File: config.mk
export PLATFORM = sky130hd
export DESIGN_NAME = srs_cascade
export DESIGN_NICKNAME = d
export VERILOG_FILES = /design/src/rtl/srs_pkg.sv /design/src/rtl/srs_delay_line.sv /design/src/rtl/srs_stage.sv /design/src/rtl/srs_cascade.sv
export SDC_FILE = /design/constraint.sdc
export NUM_CORES = 2
export LEC_CHECK = 0
export ABC_AREA = 1
export BUFFER_PORTS_ARGS = -buffer_cell sky130_fd_sc_hd__buf_2
export CAP_MARGIN = 20
export CORE_MARGIN = 2
export CORE_UTILIZATION = 25
export DETAILED_ROUTE_END_ITERATION = 7
export MAX_ROUTING_LAYER = met4
export SYNTH_ARGS = -nofsm -noshare
export SYNTH_HDL_FRONTEND = slang
export SYNTH_SLANG_ARGS = --single-unit
File: constraint.sdc
create_clock -name clk -period 27.4 [get_ports clk]
set_input_delay 2.74 -clock clk [delete_from_list [all_inputs] [get_ports clk]]
set_output_delay 2.74 -clock clk [all_outputs]
set_load 0.01 [all_outputs]
File: src/rtl/srs_pkg.sv
// Shared constants for the cascaded running-sum integrator.
// Assumes exactly five stages, with the first stage serving four windows
// and every later stage serving two.
package srs_pkg;
    localparam int NSTAGE = 5;
    localparam int NLATE  = NSTAGE - 1;
    localparam int NSUM   = 4 + 2 * NLATE;
endpackage

File: src/rtl/srs_delay_line.sv
// Tapped delay line: shifts one entry per strobe and exposes, for each tap,
// the entry that is about to leave a window of that tap's length.
// Assumes TAPS increasing with the last tap equal to the depth; clears to zero.
module srs_delay_line #(
    parameter int W = 26,
    parameter int NTAP = 2,
    parameter logic [NTAP-1:0][15:0] TAPS = '0
) (
    input  logic                      clk,
    input  logic                      rst_n,
    input  logic                      shift,
    input  logic [W-1:0]              din,
    output logic [NTAP-1:0][W-1:0]    leaving
);
    localparam int DEPTH = int'(TAPS[NTAP-1]);

    logic [W-1:0] line [DEPTH];

    // Shift register storage, zeroed on reset so the fill phase subtracts zero.
    always_ff @(posedge clk) begin
        if (!rst_n) begin
            for (int i = 0; i < DEPTH; i++) line[i] <= '0;
        end else if (shift) begin
            line[0] <= din;
            for (int i = 1; i < DEPTH; i++) line[i] <= line[i-1];
        end
    end

    // Tap outputs: oldest entry inside each window length.
    for (genvar t = 0; t < NTAP; t++) begin : g_tap
        assign leaving[t] = line[int'(TAPS[t]) - 1];
    end
endmodule

File: src/rtl/srs_stage.sv
// One integration stage: a tapped delay line plus one accumulator per tap.
// Emits per-window strobes once filled, and forwards the FEED window's
// total every TAPS[FEED] entries (a non-overlapping partial sum).
// Assumes accumulators are wide enough that no total exceeds W bits.
module srs_stage #(
    parameter int W = 26,
    parameter int NTAP = 2,
    parameter logic [NTAP-1:0][15:0] TAPS = '0,
    parameter int FEED = 0
) (
    input  logic                      clk,
    input  logic                      rst_n,
    input  logic                      in_stb,
    input  logic [W-1:0]              in_dat,
    output logic [NTAP-1:0][W-1:0]    sum,
    output logic [NTAP-1:0]           sum_stb,
    output logic                      fwd_stb,
    output logic [W-1:0]              fwd_dat
);
    localparam int DEPTH = int'(TAPS[NTAP-1]);
    localparam int CW    = $clog2(DEPTH + 1);
    localparam int FLEN  = int'(TAPS[FEED]);
    localparam int FCW   = $clog2(FLEN + 1);

    logic [NTAP-1:0][W-1:0] leaving;
    logic [CW-1:0]          fill;
    logic [FCW-1:0]         fcnt;

    srs_delay_line #(.W(W), .NTAP(NTAP), .TAPS(TAPS)) u_line (
        .clk(clk), .rst_n(rst_n), .shift(in_stb), .din(in_dat), .leaving(leaving)
    );

    // Entry count since reset, saturating at the delay-line depth.
    always_ff @(posedge clk) begin
        if (!rst_n)                               fill <= '0;
        else if (in_stb && int'(fill) != DEPTH)   fill <= fill + 1'b1;
    end

    // Per-tap running total and its filled-window update strobe.
    for (genvar t = 0; t < NTAP; t++) begin : g_acc
        always_ff @(posedge clk) begin
            if (!rst_n) begin
                sum[t]     <= '0;
                sum_stb[t] <= 1'b0;
            end else begin
                if (in_stb) sum[t] <= sum[t] + in_dat - leaving[t];
                sum_stb[t] <= in_stb && (int'(fill) >= int'(TAPS[t]) - 1);
            end
        end
    end

    // Read-delay counter: forward only after the feed window fully refreshed.
    always_ff @(posedge clk) begin
        if (!rst_n) begin
            fcnt    <= '0;
            fwd_stb <= 1'b0;
        end else if (in_stb && int'(fcnt) == FLEN - 1) begin
            fcnt    <= '0;
            fwd_stb <= 1'b1;
        end else begin
            if (in_stb) fcnt <= fcnt + 1'b1;
            fwd_stb <= 1'b0;
        end
    end

    assign fwd_dat = sum[FEED];
endmodule

File: src/rtl/srs_cascade.sv
// Top of the cascaded successive running-sum integrator for one channel.
// Stage 1 holds raw samples and serves four windows. Stages 2-5 each hold
// partial totals forwarded by the previous stage and serve two windows.
// Assumes taps increase within each stage; widths follow from the longest window.
module srs_cascade
    import srs_pkg::*;
#(
    parameter int SW   = 16,
    parameter int T1_0 = 1,
    parameter int T1_1 = 2,
    parameter int T1_2 = 8,
    parameter int T1_3 = 16,
    parameter int S2_A = 16,
    parameter int S2_B = 32,
    parameter int S3_A = 4,
    parameter int S3_B = 8,
    parameter int S4_A = 2,
    parameter int S4_B = 4,
    parameter int S5_A = 2,
    parameter int S5_B = 4,
    localparam int P2     = T1_1,
    localparam int P3     = P2 * S2_A,
    localparam int P4     = P3 * S3_A,
    localparam int P5     = P4 * S4_A,
    localparam int MAXWIN = P5 * S5_B,
    localparam int AW     = SW + $clog2(MAXWIN)
) (
    input  logic                    clk,
    input  logic                    rst_n,
    input  logic                    smp_stb,
    input  logic [SW-1:0]           smp_dat,
    output logic [NSUM-1:0][AW-1:0] sum_o,
    output logic [NSUM-1:0]         sum_stb_o
);
    localparam logic [NLATE-1:0][15:0] LA = {16'(S5_A), 16'(S4_A), 16'(S3_A), 16'(S2_A)};
    localparam logic [NLATE-1:0][15:0] LB = {16'(S5_B), 16'(S4_B), 16'(S3_B), 16'(S2_B)};

    logic [NSTAGE-1:0]         chain_stb;
    logic [NSTAGE-1:0][AW-1:0] chain_dat;
    logic [AW-1:0]             smp_ext;

    assign smp_ext = {{(AW - SW){1'b0}}, smp_dat};

    // First stage: raw samples, forwards its two-sample window.
    srs_stage #(
        .W(AW), .NTAP(4),
        .TAPS({16'(T1_3), 16'(T1_2), 16'(T1_1), 16'(T1_0)}),
        .FEED(1)
    ) u_first (
        .clk(clk), .rst_n(rst_n), .in_stb(smp_stb), .in_dat(smp_ext),
        .sum(sum_o[3:0]), .sum_stb(sum_stb_o[3:0]),
        .fwd_stb(chain_stb[0]), .fwd_dat(chain_dat[0])
    );

    // Later stages: each fed by the shorter window of the stage before.
    for (genvar s = 0; s < NLATE; s++) begin : g_late
        srs_stage #(
            .W(AW), .NTAP(2), .TAPS({LB[s], LA[s]}), .FEED(0)
        ) u_stage (
            .clk(clk), .rst_n(rst_n),
            .in_stb(chain_stb[s]), .in_dat(chain_dat[s]),
            .sum(sum_o[4 + 2*s +: 2]), .sum_stb(sum_stb_o[4 + 2*s +: 2]),
            .fwd_stb(chain_stb[s+1]), .fwd_dat(chain_dat[s+1])
        );
    end
endmodule

==> impl_metrics.csv <==
group,metric,value,unit
logic_synthesis,ys_ff_latch,1865,
logic_synthesis,synth_flop_cell,"edfxtp_1",
cts,cts_resized,0,
floorplan,die_area,399000,µm²
sta,clock_skew,0.0573,ns
logic_synthesis,synth.net_count,12200,
logic_synthesis,synthesis.area,98400,µm²
setup_path,worst-setup-path-type,"in -> reg",
setup_path,cp_max_fo,130,
finish,area_delta_synth_final,14.7,%
logic_synthesis,yosysWarnings,0,
logic_synthesis,synth_seq_area_share,53.2,%
logic_synthesis,netlist_instances,11600,
sta,rsz0062_at_grt,"false",
finish,fin_util,28.8,%
cts,cts_sinks,1865,
pwr,internal_power,5680,µW
logic_synthesis,synth_top_family_by_area,"simple AND/OR/NAND/NOR gates",
sta,setup_viol,0,
pwr,pwr-share-seq,38.9,%
setup_path,path_buf_inv,10,
place,detailed_place_hpwl,196000,µm
sta,max_freq,123,MHz
pwr,power_frac_comb,28.7,%
logic_synthesis,synth_area_leaders,"edfxtp_1, inv_1, nand2_1, dfxtp_1, nor2_1",
pwr,p_sw_share,35.2,%
place,placedCellCount,16900,
floorplan,die_x,631,µm
routing,post_drt_wl_per_cell,15.2,µm
grt,grt.overflow.total,0,
sta,finalHoldViolations,0,
finish,fin_nets,12600,
pwr,power_per_cell_area,77.6,nW/µm²
cts,clockBufferDepth,4,
pwr,irDropWorstVdd,0.0542,mV
floorplan,num_io_pins,343,
run,max_cap_violations,0,
cts,clkTransAtPathRegs,0.06,ns
cts,root_buffer,"clkbuf_16",
finish,final_common_cell,"inv_1",
setup_path,cpPeakStageDelay,0.88,ns
logic_synthesis,synthSimpleGateAreaFrac,19.0,%
routing,drc,0,
pwr,switchingPower,3090,µW
cts,postCtsSetupRepairBufs,0,
logic_synthesis,yosysTopAreaCellShare,45.9,%
setup_path,critPathRequiredTime,27.87,ns
floorplan,start_util,25.1,%
routing,vias_per_cell,4.05,
logic_synthesis,yosys.area_share.adder,9.62,%
place,portBuffers,342,
floorplan,die_h,631,µm
hold_path,hold_path_class,"reg -> reg",
sta,fin_tns_setup,0,ns
routing,firstDrtPassIters,8,
logic_synthesis,synth-xor-area-share,0.311,%
hold_path,whs_path_depth,2,
cts,cts.htree.levels,4,
logic_synthesis,synth_area_leader_cell,"edfxtp_1",
pwr,leakagePower,0.0559,µW
sta,slew_headroom,24.1,%
setup_path,cpMostUsedCell,"buf_4",
status,outcome,"finished clean",
sta,tightest_slew,1.14,ns
grt,grt_first_pass_wirelength,398000,µm
finish,final_cell_mix,"inv_1, nand2_1, edfxtp_1",
setup_path,path_cells,"buf_8, inv_2, nor2_4, buf_4, inv_8, buf_16, buf_4, buf_4, buf_4, buf_4, buf_4",
logic_synthesis,synth.mux.area_fraction,0,%
cts,clk-insertion-delay-late,0.90,ns
pwr,p_clk_share,32.4,%
setup_path,cp.depth,11,
setup_path,crit_family,"buffers and inverters",
setup_path,crit_slowest_cell,"buf_4",
setup_path,worstSetupStartpointType,"primary input",
floorplan,core-area,392000,µm²
logic_synthesis,async_flop_share,0,%
finish,fin_cells,17300,
cts,cts_buffers,210,
routing,vias,70200,
sta,slew_violations,0,
routing,drtAntennaViolNets,0,
grt,grt_max_degree,215,
routing,drtIter0Drc,5372,
setup_path,worst-r2r-cell-count,10,
setup_path,end_kind,"register",
routing,routed_wl,264000,µm
grt,grtUsageTotal,13.4,%
grt,antenna_found_initial,7,
logic_synthesis,syn-mean-instance-area,8.50,µm²
logic_synthesis,synth_compound_area_share,4.03,%
grt,grt_pass1_vias,67000,
cts,hold_buffers,0,
place,gp_congestion,0.947,
sta,period_share,29.7,%
floorplan,num_rows,230,
logic_synthesis,synth_edf_count,1504,
logic_synthesis,synthDistinctLibCells,40,
sta,min_period,8.15,ns
setup_path,arrival,8.62,ns
finish,layout-drive-gt1-share,5.97,%
cts,cts_tree,"yes",
cells in the mapped netlist, types with 54 or more instances:
cell type     n
inv_1      3332
nand2_1    2777
edfxtp_1   1504
nor2_1     1449
nand3_1     378
dfxtp_1     361
ha_1        334
a21oi_1     312
o21ai_0     311
fa_1        264
buf_2       165
nand4_1      81
o22ai_1      57
clkbuf_1     54
through the flow:
stage	hold WS, ns	cell area (µm²)	total power, µW	setup WS, ns
after floorplan	0.443	98400	5270	0.255
after global placement	0.453	106000	5960	18.11
after detailed placement	0.456	106000	5980	18.02
after CTS	0.466	113000	8850	19.01
after global routing	0.481	113000	9340	18.69
final	0.467	113000	8770	19.25
final timing paths:
kind / start / to / slack [ns]
min reg2reg: g_late[0].u_stage.fcnt[4] / g_late[0].u_stage.fcnt[4] / 0.47
max reg2reg: u_first.fwd_stb / g_late[0].u_stage.u_line.line[0][52] / 21.21
max: rst_n / g_late[0].u_stage.u_line.line[0][52] / 19.25
min: g_late[0].u_stage.fcnt[4] / g_late[0].u_stage.fcnt[4] / 0.47
power by group through the flow:
stage | clock network, µW | logic, µW | registers, µW
floorplan | 0 | 1740 | 3530
global placement | 0 | 2500 | 3470
detailed placement | 0 | 2510 | 3470
CTS | 2910 | 2530 | 3410
global route | 3020 | 2890 | 3430
finish | 2840 | 2510 | 3410
routing by layer:
layer  part of all wire [%]  track usage (%)  up-vias
li1                       -                -    35600
met5                      0                -        -
met4                    3.6             4.58        0
met1                     44             17.0    32900
met3                    5.5             1.91      336
met2                     47             21.8     1433
worst min-delay path, delay by kind of cell (launching register included):
kind             cells  cell delay, ns
flip-flops           1            0.31
AO/OA/AOI/OAI        1            0.06
AND/OR/NAND/NOR      1            0.06
kinds of logic after synthesis:
logic type               Yosys count
AND/OR/NAND/NOR                 4752
adder cells (fa/ha/maj)          598
flip-flops                      1865
XOR/XNOR                          35
AO/OA/AOI/OAI                    751
buffers and inverters           3573
state kept, by name, summed over array words and instances, names as in the netlist:
signal and flops:
u_first.fill 5, g_late.u_stage.fill 16, g_late.u_stage.sum_stb 8, g_late.u_stage.sum 104, u_first.u_line.line 256, u_first.fcnt 2
g_late.u_stage.fwd_stb 3, g_late.u_stage.fcnt 10, g_late.u_stage.u_line.line 1248, u_first.sum 78, u_first.fwd_dat 26, g_late.u_stage.fwd_dat 104
u_first.fwd_stb 1, u_first.sum_stb 4
layout make-up:
cell class	count	area, µm²
fill	41500	279000
tap	5220	6530
clock inverter	104	1140
multi-input combinational	6136	32500
sequential	1865	52400
clock buffer	285	5740
inverter	3336	12500
antenna	3	7.51
timing repair buffer	387	2090
(Power assumes the default switching activity.)
